## config.mk

```make
export PLATFORM = sky130hd
export DESIGN_NAME = wakeup_timer
export DESIGN_NICKNAME = d
export VERILOG_FILES = /design/src/rtl/wkt_pkg.sv /design/src/rtl/wkt_tick_gen.sv /design/src/rtl/wkt_handshake.sv /design/src/rtl/wkt_counter.sv /design/src/rtl/wakeup_timer.sv
export SDC_FILE = /design/constraint.sdc
export NUM_CORES = 1
export LEC_CHECK = 0
export BUFFER_PORTS_ARGS = -buffer_cell sky130_fd_sc_hd__buf_2
export CAP_MARGIN = 20
export CORE_ASPECT_RATIO = 0.75
export CORE_UTILIZATION = 40
export DETAILED_ROUTE_END_ITERATION = 10
export HOLD_SLACK_MARGIN = 0.08
export PLACE_DENSITY = 0.65
export SYNTH_ARGS = -nofsm -noshare
export SYNTH_HDL_FRONTEND = slang
export SYNTH_HIERARCHICAL = 1
export SYNTH_SLANG_ARGS = --single-unit
```

## constraint.sdc

```tcl
create_clock -name clk -period 2.21 [get_ports clk]
set_input_delay 0.1105 -clock clk [delete_from_list [all_inputs] [get_ports clk]]
set_output_delay 0.1105 -clock clk [all_outputs]
set_load 0.05 [all_outputs]
```

## src/rtl/wkt_pkg.sv

```systemverilog
package wkt_pkg;
   localparam int unsigned RELOAD_W = 16;
   localparam int unsigned SEL_W    = 3;
   localparam int unsigned DIV_STG  = 4;

   typedef enum logic [SEL_W-1:0] {
      SEL_DIV16 = 3'd0,
      SEL_DIV8  = 3'd1,
      SEL_DIV4  = 3'd2,
      SEL_DIV2  = 3'd3,
      SEL_SEC   = 3'd4,
      SEL_SEC_B = 3'd5,
      SEL_SEC17 = 3'd6,
      SEL_SEC_C = 3'd7
   } wkt_sel_e;
endpackage

```

## src/rtl/wkt_tick_gen.sv

```systemverilog
module wkt_tick_gen #(
   parameter int unsigned STAGES = 4,
   parameter int unsigned SEL_W  = 3
) (
   input  logic             clk,
   input  logic             rst_n,
   input  logic             sec_tick,
   input  logic [SEL_W-1:0] sel,
   output logic             tick
);
   localparam int unsigned DIV_IDX_W = (STAGES > 1) ? $clog2(STAGES) : 1;

   initial begin
      if (STAGES < 1 || STAGES > 8) $error("wkt_tick_gen: STAGES out of range");
      if (SEL_W < DIV_IDX_W + 1) $error("wkt_tick_gen: SEL_W too narrow");
   end

   logic [STAGES-1:0] presc;
   logic [STAGES-1:0] div_tick;

   always_ff @(posedge clk or negedge rst_n) begin
      if (!rst_n) presc <= '0;
      else        presc <= presc + 1'b1;
   end

   // select i divides by 2^(STAGES-i)
   for (genvar i = 0; i < STAGES; i++) begin : g_div
      assign div_tick[i] = &presc[STAGES-1-i:0];
   end

   logic [DIV_IDX_W-1:0] div_idx;
   assign div_idx = sel[DIV_IDX_W-1:0];

   always_comb begin
      if (sel[SEL_W-1]) tick = sec_tick;
      else if (int'(div_idx) < STAGES) tick = div_tick[div_idx];
      else tick = 1'b0;
   end
endmodule

```

## src/rtl/wkt_handshake.sv

```systemverilog
module wkt_handshake (
   input  logic clk,
   input  logic rst_n,
   input  logic wk_en,
   output logic run,
   output logic wr_ok
);
   logic en_q;

   always_ff @(posedge clk or negedge rst_n) begin
      if (!rst_n) begin
         en_q  <= 1'b0;
         wr_ok <= 1'b1;
      end else begin
         en_q  <= wk_en;
         wr_ok <= ~en_q;
      end
   end

   assign run = en_q;

   // two cycles of steady enable leave writes closed
   a_r6_wrok_falls: assert property (@(posedge clk) disable iff (!rst_n)
      (wk_en && $past(wk_en)) |=> !wr_ok);
   // two cycles of steady disable leave writes open
   a_r6_wrok_rises: assert property (@(posedge clk) disable iff (!rst_n)
      (!wk_en && $past(!wk_en)) |=> wr_ok);
endmodule

```

## src/rtl/wkt_counter.sv

```systemverilog
module wkt_counter #(
   parameter int unsigned CNT_W = 17
) (
   input  logic             clk,
   input  logic             rst_n,
   input  logic             run,
   input  logic             tick,
   input  logic [CNT_W-1:0] reload_full,
   input  logic             flag_clr,
   output logic             flag
);
   initial begin
      if (CNT_W < 2) $error("wkt_counter: CNT_W too small");
   end

   logic [CNT_W-1:0] cnt;
   logic             expire;

   assign expire = run && tick && (cnt == '0);

   always_ff @(posedge clk or negedge rst_n) begin
      if (!rst_n) begin
         cnt <= '0;
      end else if (!run) begin
         cnt <= reload_full;
      end else if (tick) begin
         cnt <= (cnt == '0) ? reload_full : cnt - 1'b1;
      end
   end

   always_ff @(posedge clk or negedge rst_n) begin
      if (!rst_n)        flag <= 1'b0;
      else if (expire)   flag <= 1'b1;
      else if (flag_clr) flag <= 1'b0;
   end

   // a stopped counter sits at the reload value
   a_r10_hold_reload: assert property (@(posedge clk) disable iff (!rst_n)
      (!run && $stable(reload_full)) |=> (cnt == $past(reload_full)));
   // the flag only drops after a clear request
   a_r8_fall_needs_clr: assert property (@(posedge clk) disable iff (!rst_n)
      $fell(flag) |-> $past(flag_clr));
   // the flag only rises on a tick while running
   a_r5_rise_on_tick: assert property (@(posedge clk) disable iff (!rst_n)
      $rose(flag) |-> $past(run && tick));
endmodule

```

## src/rtl/wakeup_timer.sv

```systemverilog
module wakeup_timer
   import wkt_pkg::*;
#(
   parameter int unsigned RLD_W  = RELOAD_W,
   parameter int unsigned STAGES = DIV_STG
) (
   input  logic             clk,
   input  logic             rst_n,
   input  logic             sec_tick,
   input  logic             wk_en,
   input  logic [SEL_W-1:0] clk_sel,
   input  logic             reload_wr,
   input  logic [RLD_W-1:0] reload_in,
   input  logic             flag_clr,
   input  logic             irq_en,
   output logic             wake_flag,
   output logic             wr_ok,
   output logic             irq
);
   localparam int unsigned CNT_W = RLD_W + 1;

   initial begin
      if (RLD_W < 2) $error("wakeup_timer: RLD_W too small");
      if (SEL_W != 3) $error("wakeup_timer: select width must be 3");
   end

   logic             run;
   logic             tick;
   logic [RLD_W-1:0] reload_q;
   logic [CNT_W-1:0] reload_full;
   logic             wr_accept;

   wkt_handshake u_hs (
      .clk   (clk),
      .rst_n (rst_n),
      .wk_en (wk_en),
      .run   (run),
      .wr_ok (wr_ok)
   );

   wkt_tick_gen #(.STAGES(STAGES), .SEL_W(SEL_W)) u_tick (
      .clk      (clk),
      .rst_n    (rst_n),
      .sec_tick (sec_tick),
      .sel      (clk_sel),
      .tick     (tick)
   );

   assign wr_accept = reload_wr && !wk_en && wr_ok;

   always_ff @(posedge clk or negedge rst_n) begin
      if (!rst_n)         reload_q <= '0;
      else if (wr_accept) reload_q <= reload_in;
   end

   // top select bit opens 17-bit mode, bit 1 becomes reload bit RLD_W
   assign reload_full = {clk_sel[SEL_W-1] & clk_sel[1], reload_q};

   wkt_counter #(.CNT_W(CNT_W)) u_cnt (
      .clk         (clk),
      .rst_n       (rst_n),
      .run         (run),
      .tick        (tick),
      .reload_full (reload_full),
      .flag_clr    (flag_clr),
      .flag        (wake_flag)
   );

   assign irq = wake_flag & irq_en;

   // a write outside the open window leaves the value alone
   a_r7_write_blocked: assert property (@(posedge clk) disable iff (!rst_n)
      (reload_wr && (wk_en || !wr_ok)) |=> $stable(reload_q));
   // forbidden pairing of fastest tick and zero reload
   a_r11_forbidden_cfg: assert property (@(posedge clk) disable iff (!rst_n)
      (run && clk_sel == SEL_DIV2) |-> (reload_q != '0));
   // request never stands without the flag
   a_r9_irq_needs_flag: assert property (@(posedge clk) disable iff (!rst_n)
      irq |-> (wake_flag && irq_en));
endmodule

```

==> results summary, run 1 <==
The post-synth net total is 226. The register area share after synthesis came out at 45.59%. Broken down by cell family, the worst path's largest delay share belongs to compound AO/OA/AOI/OAI gates. Of the available clock period, the critical path in the final layout requires 98.46%. Per report_power, the sequential group accounts for 40.8% of the total. The Yosys step of the flow raised 6 warnings. In this run the critical register-to-register path is captured at u_cnt/cnt[7]$_DFFE_PN0P_.

The floorplan has 22 rows. The data arrival time at the worst-slack endpoint came out at 2.36 ns. The root buffer cell chosen for the clock tree is sky130_fd_sc_hd__clkbuf_8.

Dividing total power by cell area gives a power density of 768.2 nW/um^2. The clock transition at the register clock pins on the worst setup and hold paths after CTS came out at 0.07 ns. The routed wirelength normalized by instance count is 15.29 um.

The count of buffer and inverter cells on the critical path is 3. The slew at the pin closest to its max-slew limit came out at 0.9018 ns. Global routing used 20.79% of the available tracks across all layers. The clock latency at the later pin of the worst-skew pair came out at 0.30 ns.

The capturing element of the worst setup path is u_cnt/cnt[7]$_DFFE_PN0P_. The critical path starts at u_cnt/cnt[1]$_DFFE_PN0P_. The number of placed instances, taps included is 324. Measured in cells, the most critical reg-to-reg path has a length of 8. Entering global routing, the biggest net connects 41 pins. After detailed routing, the met3 layer carries 329 um of wire.

The type of the worst setup path is reg2reg. In this run the worst hold path is classified as in2reg. The detailed-route wire length on metal 1 is 2531 um. The leakage power total is 1.408 nW. For this run, the number of standard cells in the final layout without fillers is 354. The area growth from synthesis to layout is 38.76%.

After detailed routing, the number of remaining DRC violations is 0. The setup-violating endpoint count in the final report is 0. The die span in x came out at 87.60 um. The worst hold margin came out at 0.3553 ns.

The critical path startpoint category is a register. The final layout net count came out at 311. Detailed placement finished with a half-perimeter wire length of 3756 um. The met2 wire length is 2405 um. The wire length reported by the detailed router is 5411 um. The cell count after synthesis came out at 196. The flow ran to the end, and the final reports show no timing, DRC or antenna violations. The fill cell instance count of the final layout is 425.

The number of hold violations in the final report is 0. The data required time at the worst endpoint is 2.40 ns. Internal power comes to 1.656 mW. The biggest fanout along the worst timing path is 7.

The top routing layer in use is met4. The congestion estimate from routability-driven global placement came to 0.8694. The final core utilization came out at 59.90%. The reported max-cap violation count is 0. The remaining number of nets flagged by the antenna check after routing came out at 0. The top cell types in the final layout, fill and taps aside, are sky130_fd_sc_hd__dfrtp_1 (39), sky130_fd_sc_hd__buf_4 (37), sky130_fd_sc_hd__buf_2 (28). The remaining global-route overflow is 0. Subtracting the final worst setup slack from the clock period gives 2.176 ns. The total number of clock tree sinks is 40. The clock skew came out at 0.007358 ns. Combinational logic is responsible for 31.3% of the overall power.

The final route contains 1938 vias. The mapped netlist covers 2198 sq um. The DRC violation total after the first TritonRoute iteration is 151. The worst-case clock buffer depth came out at 2. Of the total power, the share spent switching nets is 29.35%. The number of global-route vias before repair came to 1856.

The initial antenna violation count came out at 0. In the synthesized netlist the async set-or-reset flop fraction comes to 100.0%. The number of flip-flops and latches in the synthesized netlist is 40.

The analysis attributes to net switching a power of 0.6879 mW. The library cell used most frequently in the layout, excluding fill and tap cells, is sky130_fd_sc_hd__dfrtp_1. During I/O placement, the number of pins put on the boundary was 29.

TritonCTS built the clock tree. The die covers 5799 sq um. The relative slew slack came out at 39.88%. The number of different library cells used by synthesis comes to 53. The first detailed-routing pass ran for 4 iterations.

The standard cell core area is 5092 sq um. In this design, the stage delay of the slowest critical-path cell is 0.48 ns. For this configuration, the core starts out at a cell density of 43.17%. Traced cell by cell, the critical path runs through inv_2 > ha_2 > or4b_4 > o41ai_4 > buf_4 > buf_12 > a21oi_1 > a211o_1. The wire length of the first global-routing pass came out at 8963 um.

After synthesis, the mean cell area works out to 11.22 sq um. The number of clock buffers added by TritonCTS is 5. On the critical path, the stage with the largest delay is an instance of sky130_fd_sc_hd__or4b_4. The critical path depth in cells is 8. The fraction of power consumed by the clock network came out at 27.9%. In this run the number of H-tree levels came out at 2. The number of buffers inserted by port buffering is 28.

The worst-case IR drop observed on VDD is 432.9 uV. Dividing the detail-routed via count by the number of cells gives 5.475. The count of inserted antenna diode cells came out at 0. The count of pins over their slew limit came out at 0. The upper clock frequency limit came out at 459.6 MHz. The reg2reg setup slack is 0.03 ns. The most common flop cell mapped by yosys is sky130_fd_sc_hd__dfrtp_1. In the final layout, the share of cells above drive strength 1 is 39.01%. The die is 66.20 um tall.

The endpoint type of the worst setup path is a register. The worst register-to-register path begins at u_cnt/cnt[1]$_DFFE_PN0P_. In this run, synthesis inferred 0 flip-flops with an integrated enable.
## per-layer routing
metal | up-vias | GRT usage (%)
li1 | 927 | -
met1 | 922 | 29.09
met2 | 77 | 31.25
met3 | 12 | 4.120
met4 | 0 | 8.811
met5 | - | 0
## registers in the layout, summed over array words and instances, names as in the netlist
register / count
reload_q: 16
u_cnt/cnt: 17
u_cnt/flag: 1
u_hs/run: 1
u_hs/wr_ok: 1
u_tick/presc: 4
## cell usage after synthesis, types with 3 or more instances
| cell | count | area [sq um] |
|---|---|---|
| sky130_fd_sc_hd__nor4b_1 | 4 | 35.03 |
| sky130_fd_sc_hd__or3_1 | 3 | 18.77 |
| sky130_fd_sc_hd__nand4_1 | 6 | 37.54 |
| sky130_fd_sc_hd__o21ai_1 | 6 | 30.03 |
| sky130_fd_sc_hd__nor3_1 | 6 | 30.03 |
| sky130_fd_sc_hd__or4_1 | 6 | 45.04 |
| sky130_fd_sc_hd__nor4_2 | 3 | 37.54 |
| sky130_fd_sc_hd__mux2_4 | 10 | 150.1 |
| sky130_fd_sc_hd__inv_1 | 8 | 30.03 |
| sky130_fd_sc_hd__a21oi_1 | 7 | 35.03 |
| sky130_fd_sc_hd__ha_1 | 4 | 50.05 |
| sky130_fd_sc_hd__nor2_1 | 3 | 11.26 |
| sky130_fd_sc_hd__nand2_1 | 13 | 48.80 |
| sky130_fd_sc_hd__nand3_1 | 13 | 65.06 |
| sky130_fd_sc_hd__dfrtp_1 | 39 | 975.9 |
| sky130_fd_sc_hd__and3_1 | 3 | 18.77 |
| sky130_fd_sc_hd__mux2i_1 | 4 | 40.04 |
| sky130_fd_sc_hd__clkbuf_1 | 5 | 18.77 |
| sky130_fd_sc_hd__a2bb2oi_1 | 5 | 43.79 |
| sky130_fd_sc_hd__a211o_1 | 3 | 26.28 |
| sky130_fd_sc_hd__mux2_2 | 6 | 67.56 |
## power by group through the flow
stage	registers [mW]	logic, mW	clock network (mW)
finish	0.956	0.733	0.655
global route	0.975	0.800	0.699
CTS	0.953	0.711	0.670
detailed placement	0.967	0.680	0
global placement	0.964	0.668	0
floorplan	0.991	0.354	0
## area by class of cell
| type | instances | area [sq um] | area share (%) |
|---|---|---|---|
| Tap cell | 72 | 90.09 | 2.953 |
| Clock buffer | 7 | 96.34 | 3.158 |
| Multi-Input combinational cell | 139 | 1142 | 37.45 |
| Inverter | 8 | 30.03 | 0.9844 |
| Timing Repair Buffer | 87 | 659.4 | 21.62 |
| Clock inverter | 1 | 30.03 | 0.9844 |
| Sequential cell | 40 | 1002 | 32.85 |
## logic make-up (layout without fill, tap and decap cells)
family / Yosys count / after routing / synth area share (%)
AO/OA/AOI/OAI: 39 / 39 / 13.89
adder cells (fa/ha/maj): 4 / 4 / 2.277
AND/OR/NAND/NOR: 75 / 75 / 22.48
buffers and inverters: 17 / 103 / 3.642
flip-flops: 40 / 40 / 45.59
XOR/XNOR: 1 / 1 / 0.3985
multiplexers: 20 / 20 / 11.72
## what timing repair did
item                                   CTS  global route
endpoints found under the hold margin   57             0
hold buffers                            19             0
setup endpoints to repair                1            15
resized for setup                        0             8
pin swaps                                1             4
buffers inserted                         0             3
## worst min-delay path by stage
| stage | to | startpoint | slack, ns | cells past startpoint |
|---|---|---|---|---|
| after global placement | u_hs/run$_DFF_PN0_ | wk_en | 0.23 | 1 |
| after CTS | u_cnt/cnt[16]$_DFFE_PN0P_ | clk_sel[1] | 0.36 | 5 |
| final | u_cnt/cnt[16]$_DFFE_PN0P_ | clk_sel[1] | 0.36 | 5 |
| after floorplan | reload_q[0]$_DFFE_PN0P_ | rst_n | -0.19 | 0 |
| after global routing | u_cnt/cnt[16]$_DFFE_PN0P_ | clk_sel[1] | 0.41 | 5 |
| after detailed placement | u_hs/run$_DFF_PN0_ | wk_en | 0.25 | 1 |
## metrics by stage
step,TNS [ns],setup WS [ns],power (mW),area [sq um]
2_1_floorplan,0,0.04141,1.345,2202
3_3_place_gp,0,0.04525,1.631,2684
3_5_place_dp,-0.01552,-0.01552,1.647,2684
4_1_cts,0,0.02177,2.334,3000
5_1_grt,-0.1056,-0.02605,2.473,3050
6_report,0,0.03404,2.343,3050
## worst register-to-register path: stages, from the launching register on
cell and delay (ns):
sky130_fd_sc_hd__dfrtp_1 0.40, sky130_fd_sc_hd__inv_2 0.06, sky130_fd_sc_hd__ha_2 0.16, sky130_fd_sc_hd__or4b_4 0.48, sky130_fd_sc_hd__o41ai_4 0.40, sky130_fd_sc_hd__buf_4 0.20, sky130_fd_sc_hd__buf_12 0.10, sky130_fd_sc_hd__a21oi_1 0.04
sky130_fd_sc_hd__a211o_1 0.23
(Power assumes the default switching activity.)
==> run 2, diff against run 1 <==
--- a/config.mk
+++ b/config.mk
@@ -11,7 +11,7 @@
 export CORE_UTILIZATION = 40
 export DETAILED_ROUTE_END_ITERATION = 10
 export HOLD_SLACK_MARGIN = 0.08
-export PLACE_DENSITY = 0.65
+export PLACE_DENSITY = 0.63
 export SYNTH_ARGS = -nofsm -noshare
 export SYNTH_HDL_FRONTEND = slang
 export SYNTH_HIERARCHICAL = 1
==> constraint.sdc (replaced) <==
create_clock -name clk -period 2.6 [get_ports clk]
set_input_delay 0.13 -clock clk [delete_from_list [all_inputs] [get_ports clk]]
set_output_delay 0.13 -clock clk [all_outputs]
set_load 0.05 [all_outputs]
==> run 2 against run 1 <==
  * Sequential power shrank 8.2%
  * Sequential share of layout area grew 3.5 points
  * Fmax shrank 7.9%
  * Global-route usage shrank 0.36 points
  * Die area is the same
  * Utilization shrank 5.8 points
  * Final cell count shrank 7.9%
  * Clock power shrank 33%
  * Clock-buffer cell count is the same
  * Setup slack gained 0.20 ns
  * Power shrank 26%
  * Largest cell class unchanged
  * Critical endpoint is now u_cnt/cnt[3]$_DFFE_PN0P_
==> results summary, run 2 (synthesis results as in run 1) <==
The flow ran to the end, and the final reports show no timing, DRC or antenna violations. The biggest fanout along the worst timing path is 12 (+5). The flip-flop count of the largest register after layout came out at 17 (unchanged). The final cell count without fillers came out at 326 (-7.9%). The delay contributed by the slowest stage of the critical path is 0.41 ns (-0.07 ns).

The remaining number of nets flagged by the antenna check after routing is 0 (unchanged). Walking the worst path, the cells encountered are ha_1 > ha_1 > mux2i_1 > nor3b_1 > a211o_2 > nand2b_1 > buf_4 > and3_1 > a211o_1. The routed wirelength normalized by instance count is 15.77 um (+3.2%). The growth of design area from synthesis to finish is 25.38%. The register with the most flip-flops in the final layout is u_cnt/cnt. Setup repair after global routing left no endpoint under its margin. The post-route worst setup slack was 0.2384 ns (+0.2043 ns).

The slowest stage of the critical path belongs to the cell sky130_fd_sc_hd__dfrtp_1. The number of H-tree levels came out at 2 (unchanged). The wire length reported by the detailed router came out at 5142 um (-5.0%). The met2 wire length was 2186 um (-9.1%).

The number of buffers inserted by port buffering came out at 28 (unchanged). The routed length on met3 came to 299 um (-9.1%). The CTS tree is done. The reported max-cap violation count is 0 (unchanged). The detailed-route wire length on metal 1 is 2618 um (+3.4%). The number of global-route vias before repair came to 1676 (-9.7%).

The critical path startpoint category is a register. The share of post-route cells with drive strength above 1 is 29.92% (-9.1 points). The initial antenna violation count came out at 0 (unchanged). The detailed-placement wirelength estimate is 3567 um (-5.0%). The most frequent standard cell in the layout excluding fill and tap cells is sky130_fd_sc_hd__dfrtp_1.

The remaining global-route overflow came to 0 (unchanged). The floorplan die height came out at 66.20 um (unchanged). The wire length of the first global-routing pass is 8735 um (-2.5%). The endpoint type of the worst setup path is a register. The post-CTS repair timing setup buffer count came to 0 (unchanged). The min-delay analysis places its worst path in the category in2reg. The minimum setup slack after placement came out at 0.1487 ns (+0.1642 ns). The I/O pin total is 29 (unchanged). The final layout net count came to 283 (-9.0%). The final critical-path share of the clock period is 90.83% (-7.6 points). The clock latency at the later pin of the worst-skew pair is 0.29 ns (about the same). The routability congestion estimate was 0.8824 (+1.5%). The worst-case clock buffer depth is 2 (unchanged). Broken down by cell family, the worst path's largest delay share belongs to compound AO/OA/AOI/OAI gates. The setup TNS is 0 ns (unchanged).

The cell area reported after detailed placement came out at 2469 sq um (-8.0%). The leakage power total is 1.236 nW (-12%). The cell at the root of the clock tree is sky130_fd_sc_hd__clkbuf_8.

The slew at the pin closest to its max-slew limit came out at 0.8937 ns (-0.008105 ns). The largest registers in the layout are u_cnt/cnt: 17 flops, reload_q: 16 flops, u_tick/presc: 4 flops. The number of remaining DRC errors came to 0 (unchanged). The worst hold margin came to 0.3795 ns (+0.02412 ns). Signal routing reaches up to met4. The largest vdd supply drop was 273.9 uV (-37%).

The standard cell core area came out at 5092 sq um (unchanged). The setup-violating endpoint count in the final report came out at 0 (unchanged). The number of iterations in the first detailed-routing pass came out at 4 (unchanged).

The effective utilization at floorplan is 43.17% (unchanged). The DRC violation total after the first TritonRoute iteration came out at 153 (+1.3%). The total number of vias came out at 1833 (-5.4%).

The die span in x was 87.60 um (unchanged). The total number of clock tree sinks came to 40 (unchanged). The data arrival time at the worst-slack endpoint is 2.54 ns (+0.18 ns).

The number of hold violations in the final report came to 0 (unchanged). The number of buffers created by CTS came out at 5 (unchanged). The total global-route track usage came out at 20.43% (-0.36 points). The relative slew slack is 40.42% (+0.54 points). Leaving out fill and tap cells, the most frequent cells in the layout are sky130_fd_sc_hd__dfrtp_1 (39), sky130_fd_sc_hd__buf_2 (28), sky130_fd_sc_hd__dlygate4sd3_1 (19). The die footprint is 5799 sq um (unchanged).

The data required time at the worst endpoint came out at 2.78 ns (+0.38 ns). The upper clock frequency limit came to 423.4 MHz (-7.9%). The ratio of total power to cell area came out at 633.1 nW/um^2 (-18%). The post-route standard cell area excluding fillers was 2756 sq um (-9.6%). The count of buffer and inverter cells on the critical path is 1 (-2). The clock skew is 0.006397 ns (-0.0009608 ns). The count of inserted antenna diode cells is 0 (unchanged). The type of the worst setup path is reg2reg. The count of pins over their slew limit came to 0 (unchanged). The shortest period the worst path allows is 2.362 ns (+0.1857 ns). The pin count of the biggest net entering global routing was 41 (unchanged). The number of rows in the core area came out at 22 (unchanged). By instance count, the cell type seen most on the critical path is sky130_fd_sc_hd__ha_1. The number of vias per cell is 5.623 (+2.7%).

The clock transition at the register clock pins on the worst setup and hold paths after CTS is 0.08 ns (about the same). The number of placed instances, taps included is 299 (-7.7%).
## run 2: stage by stage
step | power, mW | util [%]
after CTS | 1.753 | 54.05
after global routing | 1.852 | 54.13
after detailed placement | 1.293 | 48.48
after global placement | 1.283 | 48.48
final | 1.745 | 54.13
after floorplan | 1.143 | -
## run 2: what timing repair did
item	CTS	global route
resized for setup	0	2
setup endpoints to repair	0	10
endpoints found under the hold margin	57	0
hold buffers	19	0
## run 2: metal layers
| layer | vias to the layer above | GRT usage (%) |
|---|---|---|
| li1 | 865 | - |
| met1 | 908 | 30.85 |
| met2 | 56 | 28.81 |
| met3 | 4 | 4.744 |
| met4 | 0 | 5.533 |
| met5 | - | 0 |
## run 2: layout make-up
class | count | area [sq um]
timing repair buffer | 59 | 420.4
fill | 458 | 2336
clock buffer | 7 | 86.33
clock inverter | 1 | 7.507
multi-input combinational | 139 | 1120
inverter | 8 | 30.03
tap | 72 | 90.09
sequential | 40 | 1002
## run 2: final timing paths
| check | to | slack [ns] | from | cells after the start |
|---|---|---|---|---|
| worst max-delay path | u_cnt/cnt[3]$_DFFE_PN0P_ | 0.24 | u_tick/presc[0]$_DFF_PN0_ | 9 |
| worst min-delay path | u_cnt/flag$_DFFE_PN0P_ | 0.38 | sec_tick | 4 |
| worst max register to register | u_cnt/cnt[3]$_DFFE_PN0P_ | 0.24 | u_tick/presc[0]$_DFF_PN0_ | 9 |
| worst min register to register | u_tick/presc[3]$_DFF_PN0_ | 0.48 | u_tick/presc[3]$_DFF_PN0_ | 1 |
| max in group asynchronous | u_cnt/cnt[2]$_DFFE_PN0P_ | 1.53 | rst_n | 2 |
| min in group asynchronous | u_tick/presc[1]$_DFF_PN0_ | 0.49 | rst_n | 2 |
## run 2: report_power, final
group          total, mW  internal [mW]  leakage (nW)  switching [mW]
Sequential         0.878          0.735         0.475           0.143
Combinational      0.429          0.232         0.717           0.197
Clock              0.438          0.216        0.0445           0.222
Total               1.75           1.18          1.24           0.562
## run 2: tightest hold or removal path: cells and delay by family
family	cells	cell delay, ns
and+or+nand+nor	1	0.10
AOI/OAI and AO/OA	2	0.31
buffers and inverters	1	0.08
